$ cat src/rtl/rsmp_pkg.sv
package rsmp_pkg;

  typedef enum logic [1:0] {
    RS_IDLE,
    RS_WAIT_RND,
    RS_SCAN,
    RS_FIN
  } rs_state_e;

  // Product of two unsigned operands, widened so nothing is lost.
  function automatic logic [63:0] cross_term(input logic [31:0] a, input logic [31:0] b);
    return {32'b0, a} * {32'b0, b};
  endfunction

endpackage

$ cat src/rtl/rsmp_cmp.sv
module rsmp_cmp #(
  parameter int TOT_W = 12,
  parameter int RND_W = 8
) (
  input  logic [TOT_W-1:0] cum,
  input  logic [RND_W-1:0] rnd,
  input  logic [TOT_W-1:0] total,
  output logic             hit
);
  import rsmp_pkg::*;

  localparam int RANGE = 1 << RND_W;

  logic [63:0] cum_scaled;
  logic [63:0] rnd_scaled;

  // Two multipliers replace the division by the weight total.
  always_comb begin
    cum_scaled = cross_term(32'(cum), 32'(RANGE));
    rnd_scaled = cross_term(32'(rnd), 32'(total));
    hit        = cum_scaled > rnd_scaled;
  end

endmodule

$ cat src/rtl/rsmp_fetch.sv
module rsmp_fetch #(
  parameter int D     = 5,
  parameter int W_W   = 8,
  parameter int IDX_W = 4,
  parameter int CNT_W = 5
) (
  input  logic             clk,
  input  logic             rst_n,
  input  logic             restart,
  input  logic             enable,
  input  logic [CNT_W-1:0] n,
  input  logic             pop,
  output logic             rd_en,
  output logic [IDX_W-1:0] rd_addr,
  input  logic [W_W-1:0]   rd_data,
  output logic             head_valid,
  output logic [W_W-1:0]   head_data
);
  localparam int PTR_W = (D > 1) ? $clog2(D) : 1;
  localparam int OCC_W = $clog2(D + 1);

  logic [W_W-1:0]   buf_q [D];
  logic [PTR_W-1:0] wr_ptr, rd_ptr;
  logic [OCC_W-1:0] occ;
  logic             pend;
  logic [CNT_W-1:0] addr_q;
  logic             push, do_pop;

  function automatic logic [PTR_W-1:0] bump(input logic [PTR_W-1:0] p);
    return (int'(p) == D - 1) ? '0 : p + 1'b1;
  endfunction

  always_comb begin
    rd_en      = enable && !restart && (addr_q < n) && ((int'(occ) + int'(pend)) < D);
    rd_addr    = addr_q[IDX_W-1:0];
    push       = pend && !restart;
    head_valid = (occ != '0);
    do_pop     = pop && head_valid;
    head_data  = buf_q[rd_ptr];
  end

  always_ff @(posedge clk or negedge rst_n) begin
    if (!rst_n) begin
      wr_ptr <= '0;
      rd_ptr <= '0;
      occ    <= '0;
      pend   <= 1'b0;
      addr_q <= '0;
    end else if (restart) begin
      wr_ptr <= '0;
      rd_ptr <= '0;
      occ    <= '0;
      pend   <= 1'b0;
      addr_q <= '0;
    end else begin
      pend <= rd_en;
      if (rd_en) addr_q <= addr_q + 1'b1;
      if (push) wr_ptr <= bump(wr_ptr);
      if (do_pop) rd_ptr <= bump(rd_ptr);
      occ <= occ + OCC_W'(push) - OCC_W'(do_pop);
    end
  end

  always_ff @(posedge clk) begin
    if (push) buf_q[wr_ptr] <= rd_data;
  end

endmodule

$ cat src/rtl/particle_resampler.sv
module particle_resampler #(
  parameter int NP_MAX   = 16,
  parameter int W_W      = 8,
  parameter int RND_W    = 8,
  parameter int PF_DEPTH = 5,
  localparam int IDX_W   = $clog2(NP_MAX),
  localparam int CNT_W   = $clog2(NP_MAX + 1),
  localparam int TOT_W   = W_W + $clog2(NP_MAX)
) (
  input  logic             clk,
  input  logic             rst_n,
  input  logic             start,
  input  logic [CNT_W-1:0] num_particles,
  input  logic [TOT_W-1:0] weight_total,
  output logic             wt_rd_en,
  output logic [IDX_W-1:0] wt_rd_addr,
  input  logic [W_W-1:0]   wt_rd_data,
  input  logic             rnd_valid,
  input  logic [RND_W-1:0] rnd_data,
  output logic             rnd_ready,
  output logic             out_valid,
  output logic [IDX_W-1:0] out_index,
  output logic             done,
  output logic             busy
);
  import rsmp_pkg::*;

  rs_state_e        state;
  logic [CNT_W-1:0] n_q, emit_cnt;
  logic [TOT_W-1:0] tot_q, cum_q, cum_next;
  logic [RND_W-1:0] u_q;
  logic [IDX_W-1:0] scan_idx;
  logic             out_valid_q, done_q;
  logic [IDX_W-1:0] out_index_q;

  // Named internal events, also watched by the checker.
  logic start_acc, rnd_take, take_step, scan_stall, emit, last_emit;
  logic at_last, cmp_hit, fetch_restart, fetch_enable, fetch_pop;
  logic head_valid;
  logic [W_W-1:0] head_data;

  always_comb begin
    start_acc     = start && (state == RS_IDLE);
    rnd_take      = (state == RS_WAIT_RND) && rnd_valid;
    take_step     = (state == RS_SCAN) && head_valid;
    scan_stall    = (state == RS_SCAN) && !head_valid;
    cum_next      = cum_q + TOT_W'(head_data);
    at_last       = (CNT_W'(scan_idx) == n_q - 1'b1);
    emit          = take_step && (cmp_hit || at_last);
    last_emit     = emit && (emit_cnt == n_q - 1'b1);
    fetch_restart = start_acc || emit;
    fetch_enable  = (state == RS_WAIT_RND) || (state == RS_SCAN);
    fetch_pop     = take_step && !emit;
  end

  rsmp_fetch #(
    .D(PF_DEPTH), .W_W(W_W), .IDX_W(IDX_W), .CNT_W(CNT_W)
  ) u_fetch (
    .clk       (clk),
    .rst_n     (rst_n),
    .restart   (fetch_restart),
    .enable    (fetch_enable),
    .n         (n_q),
    .pop       (fetch_pop),
    .rd_en     (wt_rd_en),
    .rd_addr   (wt_rd_addr),
    .rd_data   (wt_rd_data),
    .head_valid(head_valid),
    .head_data (head_data)
  );

  rsmp_cmp #(.TOT_W(TOT_W), .RND_W(RND_W)) u_cmp (
    .cum  (cum_next),
    .rnd  (u_q),
    .total(tot_q),
    .hit  (cmp_hit)
  );

  always_ff @(posedge clk or negedge rst_n) begin
    if (!rst_n) begin
      state       <= RS_IDLE;
      n_q         <= '0;
      tot_q       <= '0;
      u_q         <= '0;
      cum_q       <= '0;
      scan_idx    <= '0;
      emit_cnt    <= '0;
      out_valid_q <= 1'b0;
      out_index_q <= '0;
      done_q      <= 1'b0;
    end else begin
      out_valid_q <= emit;
      done_q      <= (state == RS_FIN);
      if (emit) out_index_q <= scan_idx;
      unique case (state)
        RS_IDLE: if (start_acc) begin
          n_q      <= num_particles;
          tot_q    <= weight_total;
          emit_cnt <= '0;
          state    <= RS_WAIT_RND;
        end
        RS_WAIT_RND: if (rnd_take) begin
          u_q      <= rnd_data;
          cum_q    <= '0;
          scan_idx <= '0;
          state    <= RS_SCAN;
        end
        RS_SCAN: if (emit) begin
          emit_cnt <= emit_cnt + 1'b1;
          state    <= last_emit ? RS_FIN : RS_WAIT_RND;
        end else if (take_step) begin
          cum_q    <= cum_next;
          scan_idx <= scan_idx + 1'b1;
        end
        RS_FIN: state <= RS_IDLE;
        default: state <= RS_IDLE;
      endcase
    end
  end

  assign rnd_ready = (state == RS_WAIT_RND);
  assign out_valid = out_valid_q;
  assign out_index = out_index_q;
  assign done      = done_q;
  assign busy      = (state != RS_IDLE);

endmodule

$ cat config.mk
export PLATFORM = sky130hd
export DESIGN_NAME = particle_resampler
export DESIGN_NICKNAME = d
export VERILOG_FILES = /design/src/rtl/rsmp_pkg.sv /design/src/rtl/rsmp_cmp.sv /design/src/rtl/rsmp_fetch.sv /design/src/rtl/particle_resampler.sv
export SDC_FILE = /design/constraint.sdc
export NUM_CORES = 1
export LEC_CHECK = 0
export ABC_AREA = 1
export BUFFER_PORTS_ARGS = -buffer_cell sky130_fd_sc_hd__buf_2
export CORE_UTILIZATION = 30
export CTS_BUF_LIST = sky130_fd_sc_hd__clkbuf_4
export DETAILED_ROUTE_END_ITERATION = 8
export HOLD_SLACK_MARGIN = 0.15
export SYNTH_ARGS = -nofsm -noshare
export SYNTH_HDL_FRONTEND = slang
export SYNTH_SLANG_ARGS = --single-unit
$ cat constraint.sdc
create_clock -name clk -period 12.6 [get_ports clk]
set_input_delay 1.26 -clock clk [delete_from_list [all_inputs] [get_ports clk]]
set_output_delay 1.26 -clock clk [all_outputs]
set_load 0.02 [all_outputs]
After elaboration in Yosys (flattened, before gate mapping)
Memories as Yosys holds them, arrays and structs flattened. Cells that the tools add are included.

Memory bits (writable): 40. Memories: 1. Register bits: 69. Latch bits: 0. Output and inout bits: 13. Bits in read-only memories: 0. Logic and storage cells: 99.

Memories: u_fetch.buf_q (depth 5, bits a word 8, read ports 1, clocked after Yosys merged registers in 0, write ports 1, RTL line rsmp_fetch.sv:22) `logic [W_W-1:0] buf_q [D];`.

Shift operators: 0. Bitwise operators: 0. Eq/ne operators: 12. Divide/modulo/power cells: 0. $add $sub $neg: 10. Multiply operators: 1. Order comparisons: 3. Multiplexer cells: 28. Reduce and logical (&&, ||, !) cells: 29.

Operators with widths (count): two-way mux 12 bit (3); < comparator 32 x 4 -> 1 bit (second input constant) (1); case mux 12 bit (2 select lines) (1); two-way mux 3 bit (7); > comparator 20 bit (1); multiplier 8 x 12 -> 20 bit (1); two-way mux 5 bit (4); adder 12 x 8 -> 12 bit (1); two-way mux 4 bit (3); nonzero test 2 bit (6); logical AND 1 bit (11); adder 5 x 1 -> 5 bit (second input constant) (2); case mux 5 bit (2 select lines) (1); two-way mux 2 bit (4); != test 2 bit (second input constant) (4); case mux 2 bit (4 select lines) (1); case mux 4 bit (2 select lines) (1); adder 3 x 1 -> 3 bit (second input constant) (2); == test 3 bit (second input constant) (2); AND reduction 3 bit (2); == test 4 x 5 -> 1 bit (1); == test 5 bit (1); < comparator 5 bit (1); subtractor 5 x 1 -> 5 bit (second input constant) (1); 14 further kinds (21).

Longest topological paths before layout
Gate-level depths: netlist of the first run. An unclocked memory read counts as a cell.

Word-level depth: 12. Mapped depth: 38.

Hierarchy
Synthesis of the first run repeated with hierarchy kept, for this count alone.

Cell total of the unflattened synthesis: 1184. Area total of the unflattened synthesis: 9404.0 um^2.

By module, submodules not included: rsmp_cmp (instances 1, cells each 606, area an instance 3831.2 um^2); particle_resampler (instances 1, cells each 334, area an instance 2974.1 um^2); rsmp_fetch (instances 1, cells each 244, area an instance 2598.7 um^2).

Least setup slack after synthesis of the first run
No wires, ideal clock.

Kind: register to output. Start point: reg u_q[7]. End point: out wt_rd_en. Path buffers: 1. Arrival time: 5.434 ns. Required time: 11.340 ns. Slack: 5.906 ns. Cell stages (with the launch flop): 28. Cells stage by stage: dfrtp_1 -> clkbuf_1 -> nand2_1 -> fa_1 -> fa_1 -> inv_1 -> fa_1 -> inv_1 -> fa_1 -> inv_1 -> ha_1 -> a21o_1 -> a31oi_1 -> o21ai_0 -> nand3_1 -> nand2_1 -> xor2_1 -> ha_1 -> nand2_1 -> nor2_1 -> nand2_1 -> nor2_1 -> nand3_1 -> nand2_1 -> nand2_2 -> nand2_4 -> nand2_4 -> nor2_1.

Cells in the longest elaborated chain, start to end: 9.

RTL lines: start, declared (RTL line particle_resampler.sv:31) `logic [RND_W-1:0] u_q;`; start signal, assigned (RTL line particle_resampler.sv:103) `u_q <= rnd_data;`; multiplier 8 x 12 -> 20 bit (RTL line rsmp_pkg.sv:12) `return {32'b0, a} * {32'b0, b};`; > comparator 20 bit (RTL line rsmp_cmp.sv:21) `hit = cum_scaled > rnd_scaled;`; logical OR 1 bit (RTL line particle_resampler.sv:49) `emit = take_step && (cmp_hit || at_last);`; logical AND 1 bit (RTL line particle_resampler.sv:49); logical OR 1 bit (RTL line particle_resampler.sv:51) `fetch_restart = start_acc || emit;`; logical NOT 1 bit (RTL line rsmp_fetch.sv:34) `rd_en = enable && !restart && (addr_q < n) && ((int'(occ) + int'(pend)) < D);`; logical AND 1 bit (3 in a row) (RTL line rsmp_fetch.sv:34); end, declared (RTL line particle_resampler.sv:15) `output logic wt_rd_en,`.

Every way passes these cells.

Worst setup path in the final report of the first run
Start point: reg u_q[4]. End point: out wt_rd_en.

The elaborated chain is that of the path after synthesis.

==> impl_metrics.toml, run 1 <==
[cts]
root_buffer = "clkbuf_4"
cts.reportedPaths.clkPinSlew_ns = 0.21
cts_max_level = 3
cts_tree = "yes"
cts_sinks = 109
cts-hold-fix-buffers = 0
cts_buffers = 9
cts_resized = 0
cts_max_path_buffers = 2
post-cts-setup-buffers = 0
clk_latency_ns = 0.53

[critical_path]
rr_worst_depth = 28
worst-setup-path-type = "reg2out"
crit_fanout = 14
critPathLaunchType = "flop"
regToRegStartpoint = "u_q[4]"
timing.rr.end = "u_fetch.buf_q[2][0]"
ff2ff_setup_slack_ns = 5.62
crit_arrival_ns = 6.63
crit_path_end_kind = "primary output"
cp_data_required_time_ns = 11.34

[drt]
drt_iter0_drc = 362
route.detailed.drc = 0
wl_per_cell_um = 12.9
routed_via_density = 4.43
drt_first_pass_iters = 5
ant_nets = 0
routed_wl_mm = 19.5
num_vias = 6721

[sta]
finalSetupTns_ns = 0
setup-violations-final = 0
rsz0062_at_grt = "no"
slew_headroom_pct = 25.9
slew_viol_final = 0
fmax_mhz = 127
period_needed_ns = 7.89
skew_ns = 0.0334
tightestPinTransition_ns = 1.10
fin_ws_ns = 4.71
fin_crit_sh_pct = 62.6
finalHoldViolations = 0

[synthesis]
syn_nets = 1275
yosysTopAreaCellShare_pct = 19.2
netlist.top_cell.by_area = "dfrtp_1"
synth-edff-count = 40
ys_types = 38
synth_area_um2 = 8990
async_flop_share_pct = 63.3
post_synth.cell_area_avg_um2 = 8.21
ys_seq_area_share_pct = 32.5
yosys_warnings = 0
synth_area_leaders = "dfrtp_1 (19%), fa_1 (14%), edfxtp_1 (13%), nand2_1 (11%), ha_1 (11%)"
synthFlopType = "dfrtp_1"
ys_ff_latch = 109
syn_inst = 1095

[place]
post-dp-hpwl_mm = 15.1
portBuffers = 49
post-place-ws_ns = 5.27
routabilityCongestion = 0.866

[die]
die_h_um = 175
initial_core_util_pct = 30.4
dieArea_um2 = 30700
core_um2 = 29600
die_w_um = 175
io-pin-count = 50
rows = 63

[hold_path]
min_path_type = "reg2reg"
hold_path_startpoint = "out_index[2]"
holdPathEnd = "out_index[2]"
hold_depth = 2

[run_status]
status = "finished, final reports clean"

[finish]
n_fill_cell = 3119
drive_gt1_share_pct = 9.25
area_growth_syn_to_layout_pct = 8.12
layout_commonest_cell = "nand2_1"
final_cell_mix = "nand2_1 (273), inv_1 (228), ha_1 (81)"
final_net_count = 1299

[global_routing]
grt_use_total_pct = 13.6
antenna_found_initial = 2
grt_max_degree = 70
grt_pass1_vias = 6786
grt_pass1_wl_mm = 33.5
gr-total-overflow = 0

[flow_run]
maxCapViolCount = 0
per-stage QoR:
step           std cells  util [%]  hold slack (ns)  instance area, um^2
2_1_floorplan       1095         -            0.455                 8990
3_3_place_gp        1498      32.3            0.474                 9560
3_5_place_dp        1498      32.3            0.475                 9560
5_1_grt             1516      32.9            0.549                 9730
6_report            1516      32.9            0.524                 9730
4_1_cts             1514      32.9            0.526                 9720
worst max path at each step:
stage	start	to	slack, ns
global placement	u_q[7]	wt_rd_en	5.45
floorplan	u_q[7]	wt_rd_en	5.91
global route	u_q[7]	wt_rd_en	4.21
finish	u_q[4]	wt_rd_en	4.71
CTS	u_q[4]	wt_rd_en	4.67
detailed placement	u_q[7]	wt_rd_en	5.27
worst max-delay path: stages (launching register included):
cell,delay (ns)
dfrtp_1,0.68
nand2_1,0.16
fa_1,0.52
fa_1,0.50
inv_1,0.06
fa_1,0.55
inv_1,0.06
fa_1,0.54
inv_1,0.04
ha_1,0.35
a21o_1,0.20
a31oi_1,0.22
o21ai_0,0.23
nand3_1,0.12
nand2_1,0.06
xor2_1,0.14
ha_1,0.27
nand2_1,0.06
nor2_1,0.15
nand2_1,0.09
nor2_1,0.11
nand3_1,0.08
nand2_1,0.09
nand2_2,0.08
nand2_4,0.17
nand2_4,0.17
nor2_1,0.22
buf_2,0.20
layout make-up:
class | count | area (um^2) | share of cell area (%)
Tap cell | 390 | 488 | 5.02
Multi-Input combinational cell | 712 | 5000 | 51.4
Antenna cell | 2 | 5.00 | 0.0515
Sequential cell | 109 | 2930 | 30.1
Timing Repair Buffer | 49 | 248 | 2.55
Clock inverter | 7 | 96.3 | 0.991
Inverter | 238 | 893 | 9.19
Clock buffer | 9 | 67.6 | 0.695
logic make-up after synthesis:
group / after synthesis / synth area share, %
xor+xnor: 36 / 3.59
compound gates: 107 / 6.40
flops: 109 / 32.5
simple gates: 418 / 19.5
fa+ha+maj: 143 / 25.1
mux: 8 / 1.00
buf+inv: 274 / 11.9
registers in the layout, summed over array words and instances (netlist names):
register	count
done	1
u_fetch.wr_ptr	3
n_q	5
scan_idx	4
u_fetch.occ	3
emit_cnt	5
u_fetch.buf_q	40
cum_q	12
out_valid	1
u_fetch.pend	1
u_q	8
tot_q	12
u_fetch.rd_ptr	3
u_fetch.addr_q	5
out_index	4
state	2
cell usage after synthesis, drive strengths merged (3+ instances only):
master  instances
nand2         281
inv           235
ha             81
nor2           79
dfrtp          69
fa             62
o21ai          51
edfxtp         40
a21oi          35
nand3          35
clkbuf         27
xor2           24
a31oi          12
xnor2          12
buf             9
mux2            8
nand4           7
nor3            6
or2             5
clkinv          3
nand3b          3
layer usage:
layer  vias to the layer above  global-route usage (%)  routed length, um
li1                       3394                       -                  -
met1                      3207                    18.4               9530
met2                        98                    22.6               9140
met3                        22                    1.91                543
met4                         0                    3.66                304
met5                         -                       0                  0
Power of run 1 is left out: the tool's default activity adds up to more than one toggle a clock period on the data nets, which glitch-free logic cannot reach.
==> run 2: changes to the inputs <==
==> constraint.sdc (replaced) <==
create_clock -name clk -period 7.85 [get_ports clk]
set_input_delay 0.785 -clock clk [delete_from_list [all_inputs] [get_ports clk]]
set_output_delay 0.785 -clock clk [all_outputs]
set_load 0.02 [all_outputs]
==> run 2 against run 1 <==
- die area did not move
- cell area increased by 0.12%
- non-clock buffer count is 2 higher
- critical path type unchanged
==> impl_metrics.toml, run 2 (synthesis results as in run 1) <==
[finish]
regMostFlops = "u_fetch.buf_q"
reg.largest.list = "u_fetch.buf_q (40), cum_q (12), tot_q (12)"
area_growth_syn_to_layout_pct = 8.25
layout_commonest_cell = "nand2_1"
largest_reg_flops = 40
final_cell_mix = "nand2_1 (273), inv_1 (228), ha_1 (81)"
drive_gt1_share_pct = 10.0
final_net_count = 1301
n_fill_cell = 3085

[global_routing]
grt_use_total_pct = 13.3
grt_max_degree = 70
antenna_found_initial = 1
gr-total-overflow = 0
grt_pass1_wl_mm = 32.7
grt_pass1_vias = 6613

[cts]
cts.reportedPaths.clkPinSlew_ns = 0.21
post-cts-setup-buffers = 0
cts-hold-fix-buffers = 0
cts_resized = 0
clk_latency_ns = 0.50
root_buffer = "clkbuf_4"
cts_sinks = 109
cts_buffers = 9
cts_max_path_buffers = 2
cts_max_level = 3
cts_tree = "yes"

[drt]
wl_per_cell_um = 12.8
dr_wl_met2_mm = 9.25
wl_met3_um = 526
ant_nets = 0
routed_wl_mm = 19.4
drt_iter0_drc = 377
wl_met1_mm = 9.33
route.detailed.drc = 0
routed.top_layer = "met4"
num_vias = 6689
routed_via_density = 4.41
drt_first_pass_iters = 6

[place]
post-dp-hpwl_mm = 15.1
portBuffers = 49
routabilityCongestion = 0.851

[run_status]
status = "finished, final reports clean"

[hold_path]
min_path_type = "in2async"

[sta]
holdWs_ns = 0.387
slew_headroom_pct = 39.3
slew_viol_final = 0
rsz0062_at_grt = "no"
finalHoldViolations = 0
fmax_mhz = 137
skew_ns = 0.0299
setup-violations-final = 0
tightestPinTransition_ns = 0.910
finalSetupTns_ns = 0
period_needed_ns = 7.32
fin_crit_sh_pct = 93.2

[die]
dieArea_um2 = 30700
die_h_um = 175
core_um2 = 29600
initial_core_util_pct = 30.4
die_w_um = 175
rows = 63
io-pin-count = 50

[critical_path]
timing.rr.end = "u_fetch.buf_q[4][0]"
crit_top_cell = "nand2_1"
crit_slowest_cell = "dfrtp_1"
ff2ff_setup_slack_ns = 0.99
worst-setup-path-type = "reg2out"
slowest_delay_ns = 0.57
crit_path_end_kind = "primary output"
rr_worst_depth = 28
cp_data_required_time_ns = 7.07
crit_fanout = 14
crit_arrival_ns = 6.53
critPathLaunchType = "flop"
regToRegStartpoint = "tot_q[1]"

[flow_run]
maxCapViolCount = 0
[run 2: cell count changes in the layout (fill, tap and decap cells not counted)]
cell and change:
inv_12 -2, buf_4 +2, dfrtp_2 +7, clkinvlp_4 +2, dfrtp_1 -7, inv_6 -1, diode_2 -1, clkinv_8 +1
[run 2: layout make-up]
class	count	area [um^2]	share of cell area, %
diodes	1	2.50	0.0257
multi-input cells	712	5000	51.3
flip-flops and latches	109	2940	30.2
well taps	390	488	5.01
clock inverters	7	86.3	0.887
clock buffers	9	67.6	0.694
inverters	238	893	9.18
repair buffers	51	263	2.70
[run 2: stage by stage]
stage | util, % | instances | area [um^2] | setup slack [ns]
after floorplan | - | 1095 | 8990 | 1.63
after global placement | 32.4 | 1500 | 9570 | 1.13
after detailed placement | 32.4 | 1500 | 9570 | 0.914
after CTS | 32.9 | 1516 | 9730 | 0.387
after global routing | 32.9 | 1517 | 9740 | 0.00362
final | 32.9 | 1517 | 9740 | 0.533
[run 2: layer usage]
metal  track usage (%)  vias to the layer above
met1              18.1                     3172
met2              22.3                      102
met3              1.83                       15
met5                 0                        -
met4              3.33                        0
li1                  -                     3400
[run 2: worst max-delay path, delay by kind of cell (launching register included)]
| family | cells | cell delay (ns) |
|---|---|---|
| adders and majority gates | 6 | 2.73 |
| and+or+nand+nor | 13 | 1.57 |
| AOI/OAI and AO/OA | 3 | 0.66 |
| DFF | 1 | 0.57 |
| buffers and inverters | 4 | 0.35 |
| xor gates and xnor gates | 1 | 0.14 |
[run 2: worst max-delay path by stage]
stage | startpoint | endpoint | slack [ns]
finish | tot_q[1] | wt_rd_en | 0.53
global route | tot_q[1] | wt_rd_en | 0.004
detailed placement | u_q[7] | u_fetch.buf_q[4][1] | 0.91
global placement | u_q[7] | u_fetch.buf_q[4][1] | 1.13
CTS | u_q[7] | wt_rd_en | 0.39
floorplan | u_q[7] | wt_rd_en | 1.63
Power of run 2 is left out for the same reason.
==> run 3: changes to the inputs <==
--- a/config.mk
+++ b/config.mk
@@ -6,7 +6,9 @@
 export NUM_CORES = 1
 export LEC_CHECK = 0
 export ABC_AREA = 1
+export ABC_CLOCK_PERIOD_IN_PS = 7850
 export BUFFER_PORTS_ARGS = -buffer_cell sky130_fd_sc_hd__buf_2
+export CORE_ASPECT_RATIO = 0.75
 export CORE_UTILIZATION = 30
 export CTS_BUF_LIST = sky130_fd_sc_hd__clkbuf_4
 export DETAILED_ROUTE_END_ITERATION = 8
==> run 3 against run 2 <==
- setup slack worse by 0.026 ns
- hold slack improved by 0.012 ns
- highest routed layer unchanged
- first-iteration DRC count grew 0.53%
- fmax shrank 0.36%
- via count is 0.31% higher
- cell count is 0.13% higher
- utilization increased by 0.36 points
- global-route usage is 0.19 points higher
- critical path type unchanged
- non-clock buffer count did not move
==> impl_metrics.toml, run 3 (synthesis results as in run 1) <==
[run_status]
status = "finished, final reports clean"

[finish]
final_net_count = 1301
multi_input_area_um2 = 5000
largest_reg_flops = 40
n_fill_cell = 3069
area_growth_syn_to_layout_pct = 8.32
final_cell_mix = "nand2_1 (273), inv_1 (228), ha_1 (81)"
reg.largest.list = "u_fetch.buf_q (40), cum_q (12), tot_q (12)"
layout_commonest_cell = "nand2_1"
regArea_um2 = 2940
drive_gt1_share_pct = 10.3
regMostFlops = "u_fetch.buf_q"

[sta]
setup-violations-final = 0
rsz0062_at_grt = "no"
finalSetupTns_ns = 0
period_needed_ns = 7.34
tightestPinTransition_ns = 0.955
fmax_mhz = 136
slew_viol_final = 0
slew_headroom_pct = 36.3
skew_ns = 0.0399
fin_ws_ns = 0.507
finalHoldViolations = 0
fin_crit_sh_pct = 93.5

[critical_path]
crit_slowest_cell = "fa_1"
timing.rr.end = "u_fetch.buf_q[4][4]"
rr_worst_depth = 29
cp_data_required_time_ns = 7.07
crit_path_end_kind = "primary output"
ff2ff_setup_slack_ns = 0.94
critPathLaunchType = "flop"
regToRegStartpoint = "tot_q[1]"
crit_top_cell = "nand2_1"
worst-setup-path-type = "reg2out"
crit_arrival_ns = 6.56
slowest_delay_ns = 0.55
crit_fanout = 14

[drt]
num_vias = 6710
routed_via_density = 4.42
wl_per_cell_um = 13.0
drt_iter0_drc = 379
routed_wl_mm = 19.7
route.detailed.drc = 0
drt_first_pass_iters = 5
ant_nets = 0

[cts]
cts.reportedPaths.clkPinSlew_ns = 0.21
cts-hold-fix-buffers = 0
cts_tree = "yes"
cts_buffers = 9
clk_latency_ns = 0.51
cts_max_level = 3
root_buffer = "clkbuf_4"
cts_sinks = 109
cts_max_path_buffers = 2

[die]
initial_core_util_pct = 30.7
io-pin-count = 50
rows = 54
core_um2 = 29300
die_w_um = 202
die_h_um = 152
dieArea_um2 = 30700

[place]
post-dp-hpwl_mm = 15.1
routabilityCongestion = 0.881
portBuffers = 49
post-place-ws_ns = 0.920

[global_routing]
gr-total-overflow = 0
grt_use_total_pct = 13.5
antenna_found_initial = 1
grt_max_degree = 70
grt_pass1_wl_mm = 33.6
grt_pass1_vias = 6725

[hold_path]
min_path_type = "in2async"

[flow_run]
maxCapViolCount = 0
-- run 3: changes by cell type in the layout (fill, tap and decap cells not counted), sizes merged --
| cell | before | now |
|---|---|---|
| clkinvlp | 2 | 0 |
| bufinv | 0 | 1 |
| clkbuf | 9 | 10 |
| clkinv | 5 | 6 |
| inv | 238 | 237 |
-- run 3: stage by stage --
step	area [um^2]	instances	hold WS (ns)	utilization, %
finish	9740	1519	0.400	33.3
CTS	9730	1518	0.408	33.3
global route	9740	1519	0.415	33.3
global placement	9570	1502	0.469	32.7
detailed placement	9570	1502	0.477	32.7
floorplan	8990	1095	0.455	-
-- run 3: final cells by class --
type,count,share of cell area [%]
clock inverter,6,0.809
timing repair buffer,51,2.70
antenna,1,0.0257
sequential,109,30.2
inverter,238,9.17
tap,392,5.03
multi-input combinational,712,51.3
clock buffer,10,0.771
-- run 3: worst max path at each step --
stage               startpoint                  end  slack [ns]  cells after the start
global route          tot_q[1]             wt_rd_en       0.002                     28
CTS                     u_q[7]             wt_rd_en        0.40                     27
finish                tot_q[1]             wt_rd_en        0.51                     28
global placement      tot_q[0]             wt_rd_en        1.06                     27
detailed placement      u_q[7]  u_fetch.buf_q[4][2]        0.92                     28
floorplan               u_q[7]             wt_rd_en        1.63                     27
-- run 3: worst max-delay path: cells and delay by family, from the launching register on --
| family | cells | cell delay [ns] |
|---|---|---|
| fa+ha+maj | 6 | 2.66 |
| simple gates | 14 | 1.71 |
| compound gates | 3 | 0.65 |
| flops | 1 | 0.54 |
| buf+inv | 4 | 0.35 |
| xor+xnor | 1 | 0.14 |
-- run 3: timing repair --
action / 4_1_cts / 5_1_grt
setup buffers: 0 / 0
gates resized for setup: 0 / 10
setup endpoints to repair: 0 / 1
-- run 3: routing by layer --
layer / global-route usage [%] / wire, um
met1: 19.8 / 10100
met2: 21.0 / 8630
met3: 2.42 / 773
met4: 2.38 / 190
met5: 0 / 0
Power of run 3 is left out for the same reason.
